**src/rtl/pcm_sync_pkg.sv**
```systemverilog
package pcm_sync_pkg;

  localparam int SLOT_BITS = 8;

  // Bit number seen by one direction: reference position moved back by the
  // direction's offset, everything modulo the frame length.
  function automatic int unsigned shifted_pos(input int unsigned ref_pos,
                                              input int unsigned offset,
                                              input int unsigned frame_len);
    int unsigned m;
    m = offset % frame_len;
    return (ref_pos + frame_len - m) % frame_len;
  endfunction

endpackage

```
**src/rtl/pcm_in_sync.sv**
```systemverilog
module pcm_in_sync #(
  parameter int NUM    = 3,
  parameter int STAGES = 2
) (
  input  logic           clk,
  input  logic           rst_n,
  input  logic [NUM-1:0] d_async,
  output logic [NUM-1:0] d_sync
);

  for (genvar g = 0; g < NUM; g++) begin : g_ch
    logic [STAGES-1:0] pipe;
    always_ff @(posedge clk) begin
      if (!rst_n) pipe <= '0;
      else        pipe <= {pipe[STAGES-2:0], d_async[g]};
    end
    assign d_sync[g] = pipe[STAGES-1];
  end

endmodule

```
**src/rtl/pcm_frame_timer.sv**
```systemverilog
module pcm_frame_timer
  import pcm_sync_pkg::*;
#(
  parameter int FRAME_BITS = 256,
  parameter int OFF_W      = 10,
  localparam int CNT_W     = $clog2(FRAME_BITS)
) (
  input  logic             clk,
  input  logic             rst_n,
  input  logic             dclk_s,
  input  logic             fs_s,
  input  logic             cfg_fs_rise,
  input  logic [OFF_W-1:0] cfg_dn_offset,
  input  logic [OFF_W-1:0] cfg_up_offset,
  output logic             edge_r,
  output logic             edge_f,
  output logic [CNT_W-1:0] dn_bit,
  output logic [CNT_W-1:0] up_bit,
  output logic [CNT_W-1:0] dn_prev,
  output logic             dn_sof,
  output logic             up_sof,
  output logic             synced
);

  logic             dclk_q;
  logic             rise, fall;
  logic             samp_en, fs_last, fs_up, pend, start;
  logic [CNT_W-1:0] ref_q;
  logic [OFF_W-1:0] off_arr [2];
  logic [CNT_W-1:0] pos_arr [2];
  logic             sof_arr [2];

  assign rise    = dclk_s & ~dclk_q;
  assign fall    = ~dclk_s & dclk_q;
  assign samp_en = cfg_fs_rise ? rise : fall;
  assign fs_up   = samp_en & fs_s & ~fs_last;
  assign start   = rise & (pend | fs_up);

  always_ff @(posedge clk) begin
    if (!rst_n) begin
      dclk_q  <= 1'b0;
      fs_last <= 1'b0;
      pend    <= 1'b0;
      ref_q   <= '0;
      synced  <= 1'b0;
      dn_prev <= '0;
      edge_r  <= 1'b0;
      edge_f  <= 1'b0;
    end else begin
      dclk_q <= dclk_s;
      edge_r <= rise;
      edge_f <= fall;
      if (samp_en) fs_last <= fs_s;
      if (rise)       pend <= 1'b0;
      else if (fs_up) pend <= 1'b1;
      if (rise) begin
        dn_prev <= pos_arr[0];
        if (start)                            ref_q <= '0;
        else if (ref_q == CNT_W'(FRAME_BITS - 1)) ref_q <= '0;
        else                                  ref_q <= ref_q + 1'b1;
      end
      if (start) synced <= 1'b1;
    end
  end

  assign off_arr[0] = cfg_dn_offset;
  assign off_arr[1] = cfg_up_offset;

  for (genvar d = 0; d < 2; d++) begin : g_dir
    assign pos_arr[d] = CNT_W'(shifted_pos(32'(ref_q), 32'(off_arr[d]),
                                           32'(FRAME_BITS)));
    assign sof_arr[d] = edge_r & (pos_arr[d] == '0);
  end

  assign dn_bit = pos_arr[0];
  assign up_bit = pos_arr[1];
  assign dn_sof = sof_arr[0];
  assign up_sof = sof_arr[1];

  assert_synced_sticky_R5: assert property (@(posedge clk) disable iff (!rst_n)
    synced |=> synced);

  assert_bit_range_R3: assert property (@(posedge clk) disable iff (!rst_n)
    (32'(dn_bit) < FRAME_BITS) && (32'(up_bit) < FRAME_BITS));

  assert_sof_single_R6: assert property (@(posedge clk) disable iff (!rst_n)
    (dn_sof || up_sof) |=> !(dn_sof || up_sof));

endmodule

```
**src/rtl/pcm_tx_slot.sv**
```systemverilog
module pcm_tx_slot
  import pcm_sync_pkg::*;
#(
  parameter int CNT_W = 8
) (
  input  logic                 clk,
  input  logic                 rst_n,
  input  logic                 edge_r,
  input  logic                 edge_f,
  input  logic                 cfg_tx_rise,
  input  logic [CNT_W-1:0]     up_bit,
  input  logic [SLOT_BITS-1:0] tx_data,
  input  logic                 tx_valid,
  output logic                 tx_ready,
  output logic                 pcm_txd
);

  logic                 launch, first;
  logic [2:0]           pos;
  logic [SLOT_BITS-1:0] sr, load;

  assign launch   = cfg_tx_rise ? edge_r : edge_f;
  assign pos      = up_bit[2:0];
  assign first    = (pos == 3'd0);
  assign tx_ready = launch & first;
  assign load     = tx_valid ? tx_data : {SLOT_BITS{1'b1}};

  always_ff @(posedge clk) begin
    if (!rst_n) begin
      sr      <= {SLOT_BITS{1'b1}};
      pcm_txd <= 1'b1;
    end else if (launch) begin
      if (first) begin
        sr      <= load;
        pcm_txd <= load[SLOT_BITS-1];
      end else begin
        pcm_txd <= sr[3'd7 - pos];
      end
    end
  end

  assert_txd_hold_R7: assert property (@(posedge clk) disable iff (!rst_n)
    !launch |=> $stable(pcm_txd));

endmodule

```
**src/rtl/pcm_rx_slot.sv**
```systemverilog
module pcm_rx_slot
  import pcm_sync_pkg::*;
#(
  parameter int CNT_W  = 8,
  localparam int SLOT_W = CNT_W - 3
) (
  input  logic                 clk,
  input  logic                 rst_n,
  input  logic                 edge_r,
  input  logic                 edge_f,
  input  logic                 cfg_rx_rise,
  input  logic [CNT_W-1:0]     dn_bit,
  input  logic [CNT_W-1:0]     dn_prev,
  input  logic                 rxd_s,
  output logic [SLOT_BITS-1:0] rx_data,
  output logic [SLOT_W-1:0]    rx_slot,
  output logic                 rx_valid
);

  logic                 fall_seen, cap;
  logic [CNT_W-1:0]     idx;
  logic [2:0]           pos;
  logic [SLOT_BITS-1:0] sr;

  assign cap = cfg_rx_rise ? (edge_r & fall_seen) : edge_f;
  assign idx = cfg_rx_rise ? dn_prev : dn_bit;
  assign pos = idx[2:0];

  always_ff @(posedge clk) begin
    if (!rst_n) begin
      fall_seen <= 1'b0;
      sr        <= '0;
      rx_data   <= '0;
      rx_slot   <= '0;
      rx_valid  <= 1'b0;
    end else begin
      rx_valid <= 1'b0;
      if (edge_f)      fall_seen <= 1'b1;
      else if (edge_r) fall_seen <= 1'b0;
      if (cap) begin
        sr[3'd7 - pos] <= rxd_s;
        if (pos == 3'd7) begin
          rx_valid <= 1'b1;
          rx_data  <= {sr[SLOT_BITS-1:1], rxd_s};
          rx_slot  <= idx[CNT_W-1:3];
        end
      end
    end
  end

  assert_rx_gap_R10: assert property (@(posedge clk) disable iff (!rst_n)
    rx_valid |=> !rx_valid);

endmodule

```
**src/rtl/pcm_frame_sync.sv**
```systemverilog
module pcm_frame_sync
  import pcm_sync_pkg::*;
#(
  parameter int FRAME_BITS = 256,
  parameter int OFF_W      = 10,
  localparam int CNT_W     = $clog2(FRAME_BITS),
  localparam int SLOT_W    = CNT_W - 3
) (
  input  logic                 clk,
  input  logic                 rst_n,
  input  logic                 pcm_clk,
  input  logic                 pcm_fs,
  input  logic                 pcm_rxd,
  input  logic                 cfg_fs_rise,
  input  logic                 cfg_tx_rise,
  input  logic                 cfg_rx_rise,
  input  logic [OFF_W-1:0]     cfg_dn_offset,
  input  logic [OFF_W-1:0]     cfg_up_offset,
  input  logic [SLOT_BITS-1:0] tx_data,
  input  logic                 tx_valid,
  output logic                 tx_ready,
  output logic                 pcm_txd,
  output logic [SLOT_BITS-1:0] rx_data,
  output logic [SLOT_W-1:0]    rx_slot,
  output logic                 rx_valid,
  output logic [CNT_W-1:0]     dn_bit,
  output logic [CNT_W-1:0]     up_bit,
  output logic                 dn_sof,
  output logic                 up_sof,
  output logic                 synced
);

  logic [2:0]       in_s;
  logic             edge_r, edge_f;
  logic [CNT_W-1:0] dn_prev;

  pcm_in_sync #(.NUM(3), .STAGES(2)) u_in_sync (
    .clk     (clk),
    .rst_n   (rst_n),
    .d_async ({pcm_rxd, pcm_fs, pcm_clk}),
    .d_sync  (in_s)
  );

  pcm_frame_timer #(.FRAME_BITS(FRAME_BITS), .OFF_W(OFF_W)) u_timer (
    .clk           (clk),
    .rst_n         (rst_n),
    .dclk_s        (in_s[0]),
    .fs_s          (in_s[1]),
    .cfg_fs_rise   (cfg_fs_rise),
    .cfg_dn_offset (cfg_dn_offset),
    .cfg_up_offset (cfg_up_offset),
    .edge_r        (edge_r),
    .edge_f        (edge_f),
    .dn_bit        (dn_bit),
    .up_bit        (up_bit),
    .dn_prev       (dn_prev),
    .dn_sof        (dn_sof),
    .up_sof        (up_sof),
    .synced        (synced)
  );

  pcm_tx_slot #(.CNT_W(CNT_W)) u_tx (
    .clk         (clk),
    .rst_n       (rst_n),
    .edge_r      (edge_r),
    .edge_f      (edge_f),
    .cfg_tx_rise (cfg_tx_rise),
    .up_bit      (up_bit),
    .tx_data     (tx_data),
    .tx_valid    (tx_valid),
    .tx_ready    (tx_ready),
    .pcm_txd     (pcm_txd)
  );

  pcm_rx_slot #(.CNT_W(CNT_W)) u_rx (
    .clk         (clk),
    .rst_n       (rst_n),
    .edge_r      (edge_r),
    .edge_f      (edge_f),
    .cfg_rx_rise (cfg_rx_rise),
    .dn_bit      (dn_bit),
    .dn_prev     (dn_prev),
    .rxd_s       (in_s[2]),
    .rx_data     (rx_data),
    .rx_slot     (rx_slot),
    .rx_valid    (rx_valid)
  );

endmodule

```
**config.mk**
```make
export PLATFORM = sky130hd
export DESIGN_NAME = pcm_frame_sync
export DESIGN_NICKNAME = d
export VERILOG_FILES = /design/src/rtl/pcm_sync_pkg.sv /design/src/rtl/pcm_in_sync.sv /design/src/rtl/pcm_frame_timer.sv /design/src/rtl/pcm_tx_slot.sv /design/src/rtl/pcm_rx_slot.sv /design/src/rtl/pcm_frame_sync.sv
export SDC_FILE = /design/constraint.sdc
export NUM_CORES = 1
export LEC_CHECK = 0
export BUFFER_PORTS_ARGS = -buffer_cell sky130_fd_sc_hd__buf_4
export CAP_MARGIN = 30
export CORE_ASPECT_RATIO = 0.8
export CORE_MARGIN = 2
export CORE_UTILIZATION = 42
export CTS_BUF_LIST = sky130_fd_sc_hd__clkbuf_4 sky130_fd_sc_hd__clkbuf_8
export DETAILED_ROUTE_END_ITERATION = 16
export PLACE_DENSITY = 0.75
export SYNTH_ARGS = -nofsm -noshare
export SYNTH_HDL_FRONTEND = slang
export SYNTH_SLANG_ARGS = --single-unit
```
**constraint.sdc**
```tcl
create_clock -name clk -period 6.1 [get_ports clk]
set_input_delay 0.305 -clock clk [delete_from_list [all_inputs] [get_ports clk]]
set_output_delay 0.305 -clock clk [all_outputs]
set_load 0.02 [all_outputs]
```
==> results.py, run 1 <==
metrics = {
    "status": {
        "status": "completed",
    },
    "clocking": {
        "ctsResizeCount": 0,
        "cts_made_buffers": 9,
        "cts_tree": "built",
        "postCtsHoldBufs": 0,
        "clkSinkCount": 58,
        "root_buffer": "clkbuf_8",
        "htree_levels": 3,
        "clkLatencyLatePin_ns": 0.35,
        "cts.path.max_buffers": 2,
        "post_cts_buffers": 0,
        "path_clk_slew_ns": 0.07,
    },
    "synth": {
        "synth_edf_count": 0,
        "syn-num-nets": 424,
        "ys_seq_elements": 58,
        "synthFlopType": "dfxtp_1",
        "yosysUniqueCellTypes": 60,
        "synth_area_mm2": 0.00325,
        "avgSynthCellArea_um2": 8.84,
        "yosys_warnings": 0,
        "seq_area_frac_synth": 0.357,
        "synthArstFlopShare": 0,
        "syn_inst": 368,
    },
    "floorplanning": {
        "dieHeight_um": 82.7,
        "die_w_um": 102,
        "io_pins": 72,
        "start_util": 0.436,
        "floorplan.rows": 28,
        "core_mm2": 0.00746,
        "die-area_mm2": 0.00847,
    },
    "drt": {
        "wl_per_cell_um": 13.6,
        "first_iter_violations": 129,
        "vias": 2815,
        "vias_per_cell": 5.22,
        "dr.pass1.iters": 4,
        "detail-route-antenna-nets": 0,
        "wl_mm": 7.33,
        "post-route-drc-count": 0,
    },
    "sta": {
        "period_share": 0.521,
        "timing.setup.tns_ns": 0,
        "finalSetupViolations": 0,
        "finalMaxSlewViolations": 0,
        "fmax_ghz": 0.315,
        "timing_hold_violations_final": 0,
        "rsz0062_at_grt": "no",
        "post-route-min-period_ns": 3.18,
        "final.setup_skew_ns": 0.00889,
        "relSlewSlack": 0.310,
        "worst_pin_slew_ns": 1.03,
    },
    "worst_setup_path": {
        "cp.required_ns": 5.79,
        "reg2reg_from": "u_timer.ref_q[0]",
        "path_cells": "inv_1 > ha_1 > inv_1 > fa_1 > nor4_2 > buf_4",
        "path_buf_inv": 3,
        "cp_slowest_stage_delay_ns": 0.93,
        "critical-path-top-delay-family": "simple AND/OR/NAND/NOR gates",
        "path_class": "register to output pin",
        "critical_path_arrival_ns": 2.87,
        "end_kind": "output pin",
        "r2r-end": "u_rx.rx_slot[4]",
        "r2r_cells": 10,
        "cpMaxStageDelayCell": "nor4_2",
        "critical_path.startpoint_type": "register",
        "cpMostUsedCell": "inv_1",
        "cp_max_fo": 15,
        "timing.reg2reg.setup_slack_ns": 3.28,
    },
    "global_routing": {
        "grtUsageTotal": 0.182,
        "antenna_found_initial": 0,
        "grt-ovfl-total": 0,
        "grt_pass1_wl_mm": 11.9,
        "grt_max_degree": 60,
        "grt_pass1_vias": 2716,
    },
    "power": {
        "powerDensity_mw_per_mm2": 228,
        "ir_drop_uv": 114,
        "p_seq_frac": 0.424,
        "p_int_mw": 0.671,
        "comb_power_share": 0.132,
        "sw_frac_of_total": 0.268,
        "p_switching_mw": 0.246,
        "power_leakage_nw": 1.73,
        "pwr-share-clk": 0.444,
    },
    "layout": {
        "syn_to_final_growth_pct": 23.8,
        "drive_above_1_share": 0.228,
        "n_antenna_cell": 0,
        "design_area_mm2": 0.00403,
        "fillers": 735,
        "final_nets": 485,
    },
    "hold_path": {
        "holdPathStages": 2,
        "hp-class": "input pin to register",
        "hold_end": "u_in_sync.g_ch[1].pipe[0]",
        "min_from": "pcm_fs",
    },
    "place": {
        "hpwl_mm": 5.35,
        "dpl-instance-area_mm2": 0.00380,
        "io_buffers": 67,
        "globalplace.congestion": 0.859,
    },
    "job": {
        "maxCapViolCount": 0,
    },
}
==> stage by stage <==
stage,util,worst slack (ns),hold WS (ns),cells,total power [mW]
floorplan,-,3.14,0.412,368,0.473
global placement,0.509,3.34,0.414,523,0.515
detailed placement,0.509,3.27,0.422,523,0.518
CTS,0.540,2.94,0.154,539,0.922
global route,0.540,2.65,0.151,539,0.952
finish,0.540,2.92,0.168,539,0.917
==> how the worst max path moves through the flow <==
stage                           end  slack, ns        startpoint  depth (start not counted)
finish                     tx_ready       2.92  u_timer.ref_q[0]                          6
floorplan                    up_sof       3.14  u_timer.ref_q[0]                          9
detailed placement  u_rx.rx_slot[4]       3.27  u_timer.ref_q[0]                         10
global route               tx_ready       2.65  u_timer.ref_q[0]                          6
global placement    u_rx.rx_slot[4]       3.34  u_timer.ref_q[0]                         10
CTS                        tx_ready       2.94  u_timer.ref_q[0]                          6
==> layout make-up <==
| type | count | area, um^2 | area share |
|---|---|---|---|
| clock buffer | 9 | 124 | 0.0308 |
| clock inverter | 7 | 101 | 0.0252 |
| inverter | 27 | 101 | 0.0252 |
| multi-input combinational | 265 | 1900 | 0.471 |
| sequential | 58 | 1160 | 0.288 |
| tap | 105 | 131 | 0.0326 |
| timing repair buffer | 68 | 510 | 0.127 |
==> routing by layer <==
| metal | vias to the layer above | wire (um) | global-route usage |
|---|---|---|---|
| met5 | - | 0 | 0 |
| met3 | 2 | 463 | 0.0606 |
| li1 | 1407 | - | - |
| met1 | 1340 | 3340 | 0.220 |
| met4 | 0 | 12 | 0.0373 |
| met2 | 66 | 3520 | 0.316 |
==> cell usage after synthesis, types with 11 or more instances <==
library cell / number / area share
nand3_1: 15 / 0.023
ha_1: 17 / 0.065
nor2_1: 11 / 0.013
a21oi_1: 12 / 0.018
inv_1: 27 / 0.031
and2_1: 12 / 0.023
nand2_1: 34 / 0.039
mux2i_1: 20 / 0.062
nor2b_1: 22 / 0.042
dfxtp_1: 58 / 0.36
clkbuf_1: 12 / 0.014
o21ai_0: 22 / 0.034
==> worst reg2reg max path: cells and delay by family (launching register included) <==
| kind | cells | cell delay [ns] |
|---|---|---|
| flops | 1 | 0.37 |
| xor+xnor | 1 | 0.27 |
| simple gates | 1 | 0.40 |
| fa+ha+maj | 2 | 0.58 |
| buf+inv | 3 | 0.49 |
| compound gates | 1 | 0.08 |
| mux | 2 | 0.54 |
==> flip-flops by register name (all words and copies together), names as in the netlist <==
name / count
u_timer.synced: 1
u_in_sync.g_ch.pipe: 6
u_timer.dn_prev: 8
u_rx.rx_data: 8
u_timer.pend: 1
u_tx.sr: 7
u_rx.rx_slot: 5
u_rx.rx_valid: 1
u_timer.fs_last: 1
u_timer.dclk_q: 1
u_timer.ref_q: 8
u_timer.edge_r: 1
u_tx.pcm_txd: 1
u_timer.edge_f: 1
u_rx.fall_seen: 1
u_rx.sr: 7
==> cells by family (layout without fill, tap and decap cells) <==
kind of cell	after synthesis	after routing	share of synthesized area
compound gates	74	74	0.152
xor+xnor	11	11	0.0319
fa+ha+maj	19	19	0.0777
buf+inv	45	111	0.0596
flops	58	58	0.357
mux	25	25	0.0866
simple gates	136	136	0.235
==> placed cells by master (no fill, tap or decap), types with 3 or more instances in the layout <==
cell type	instances
buf_4	68
dfxtp_1	58
nand2_1	34
inv_1	27
o21ai_0	22
nor2b_1	22
mux2i_1	20
ha_1	17
nand3_1	15
a21oi_1	12
and2_1	12
nor2_1	11
nor3_1	9
nand3b_1	9
clkbuf_8	9
xor2_1	7
a21o_1	7
nor3b_1	5
nand2b_1	4
o21a_1	4
a211oi_1	3
o211ai_1	3
xnor2_1	3
a21boi_0	3
==> power by group through the flow <==
stage,Clock (mW),Combinational (mW),Sequential [mW]
4_1_cts,0.412,0.122,0.388
6_report,0.407,0.121,0.389
5_1_grt,0.430,0.132,0.389
3_3_place_gp,0,0.118,0.397
2_1_floorplan,0,0.0770,0.396
3_5_place_dp,0,0.121,0.397
Note: power is estimated with default switching activity, not from simulation.
==> inputs of run 2 (changes only) <==
==> constraint.sdc (replaced) <==
create_clock -name clk -period 3.2 [get_ports clk]
set_input_delay 0.16 -clock clk [delete_from_list [all_inputs] [get_ports clk]]
set_output_delay 0.16 -clock clk [all_outputs]
set_load 0.02 [all_outputs]
==> results.py, run 2 (synthesis gave the netlist of run 1 again) <==
metrics = {
    "status": {
        "status": "completed",
    },
    "worst_setup_path": {
        "timing.reg2reg.setup_slack_ns": 0.69,
        "critical_path_arrival_ns": 2.76,
        "critical_path.startpoint_type": "register",
        "cp_max_fo": 6,
        "cp.required_ns": 3.04,
        "end_kind": "output pin",
        "path_class": "register to output pin",
    },
    "layout": {
        "fin_cells": 541,
        "final_nets": 487,
        "largest_registers": "u_rx.rx_data (8), u_timer.dn_prev (8), u_timer.ref_q (8)",
        "n_antenna_cell": 0,
        "drive_above_1_share": 0.232,
        "syn_to_final_growth_pct": 22.9,
        "final_common_cell": "buf_4",
        "design_area_mm2": 0.00400,
        "layout_common_cells": "buf_4 (70), dfxtp_1 (58), nand2_1 (34)",
    },
    "clocking": {
        "post_cts_buffers": 0,
        "cts_tree": "built",
        "htree_levels": 3,
        "ctsResizeCount": 0,
        "path_clk_slew_ns": 0.07,
        "cts_made_buffers": 9,
        "clkSinkCount": 58,
        "clkLatencyLatePin_ns": 0.34,
        "postCtsHoldBufs": 0,
        "root_buffer": "clkbuf_8",
        "cts.path.max_buffers": 2,
    },
    "global_routing": {
        "grtUsageTotal": 0.187,
        "grt_max_degree": 60,
        "grt-ovfl-total": 0,
        "grt_pass1_vias": 2766,
        "antenna_found_initial": 0,
        "grt_pass1_wl_mm": 12.3,
    },
    "sta": {
        "timing_hold_violations_final": 0,
        "post-route-min-period_ns": 2.92,
        "finalMaxSlewViolations": 0,
        "worst_pin_slew_ns": 0.586,
        "rsz0062_at_grt": "no",
        "holdWs_ns": 0.0256,
        "relSlewSlack": 0.606,
        "period_share": 0.912,
        "final.setup_skew_ns": 0.0122,
        "timing.setup.tns_ns": 0,
        "finalSetupViolations": 0,
        "fmax_ghz": 0.343,
    },
    "drt": {
        "first_iter_violations": 121,
        "dr.pass1.iters": 4,
        "vias": 2760,
        "detail-route-antenna-nets": 0,
        "vias_per_cell": 5.10,
        "wl_per_cell_um": 13.4,
        "wl_mm": 7.25,
        "post-route-drc-count": 0,
    },
    "floorplanning": {
        "start_util": 0.436,
        "die_w_um": 102,
        "floorplan.rows": 28,
        "die-area_mm2": 0.00847,
        "dieHeight_um": 82.7,
        "core_mm2": 0.00746,
        "io_pins": 72,
    },
    "power": {
        "ir_drop_uv": 210,
        "powerDensity_mw_per_mm2": 394,
        "power_leakage_nw": 1.72,
    },
    "place": {
        "hpwl_mm": 5.41,
        "globalplace.congestion": 0.854,
        "dpl-instance-area_mm2": 0.00382,
        "io_buffers": 67,
        "placed_cells": 525,
    },
    "hold_path": {
        "hp-class": "input pin to register",
    },
    "job": {
        "maxCapViolCount": 0,
    },
}
run 2: worst max-delay path, stage by stage (launching register included):
cell and delay, ns:
dfxtp_1 0.35, inv_1 0.13, ha_1 0.16, inv_1 0.05
fa_1 0.40, a21o_1 0.21, a311o_1 0.36, a21oi_1 0.17
xnor2_1 0.10, nor4_1 0.29, buf_4 0.19
run 2: stage by stage:
stage / worst slack, ns / utilization / power [mW]
after floorplan: 0.384 / - / 0.902
after global routing: 0.126 / 0.536 / 1.66
after detailed placement: 0.619 / 0.511 / 0.991
after CTS: 0.244 / 0.536 / 1.60
final: 0.282 / 0.536 / 1.57
after global placement: 0.715 / 0.511 / 0.983
run 2: path summary, 6_finish.rpt:
path                             start                   endpoint  depth (start not counted)
max                   u_timer.ref_q[0]                     up_sof                         10
max reg2reg           u_timer.ref_q[0]            u_rx.rx_slot[4]                         10
min                            pcm_rxd  u_in_sync.g_ch[2].pipe[0]                          2
min reg2reg  u_in_sync.g_ch[2].pipe[0]  u_in_sync.g_ch[2].pipe[1]                          1
run 2: routing by layer:
metal | vias to the layer above | GRT usage | share of wire
met3 | 4 | 0.0598 | 0.059
met2 | 58 | 0.325 | 0.49
met1 | 1293 | 0.227 | 0.45
met4 | 0 | 0.0413 | 0.0037
met5 | - | 0 | 0
li1 | 1405 | - | -
run 2: power breakdown:
group	internal (mW)	switching, mW
sequential	0.733	0.00823
clock	0.301	0.300
combinational	0.103	0.129
run 2: layout make-up:
cell class,count,area [um^2]
Inverter,27,101
Clock buffer,10,138
Multi-Input combinational cell,265,1900
Tap cell,105,131
Sequential cell,58,1160
Fill cell,739,3470
Timing Repair Buffer,70,526
Clock inverter,6,42.5
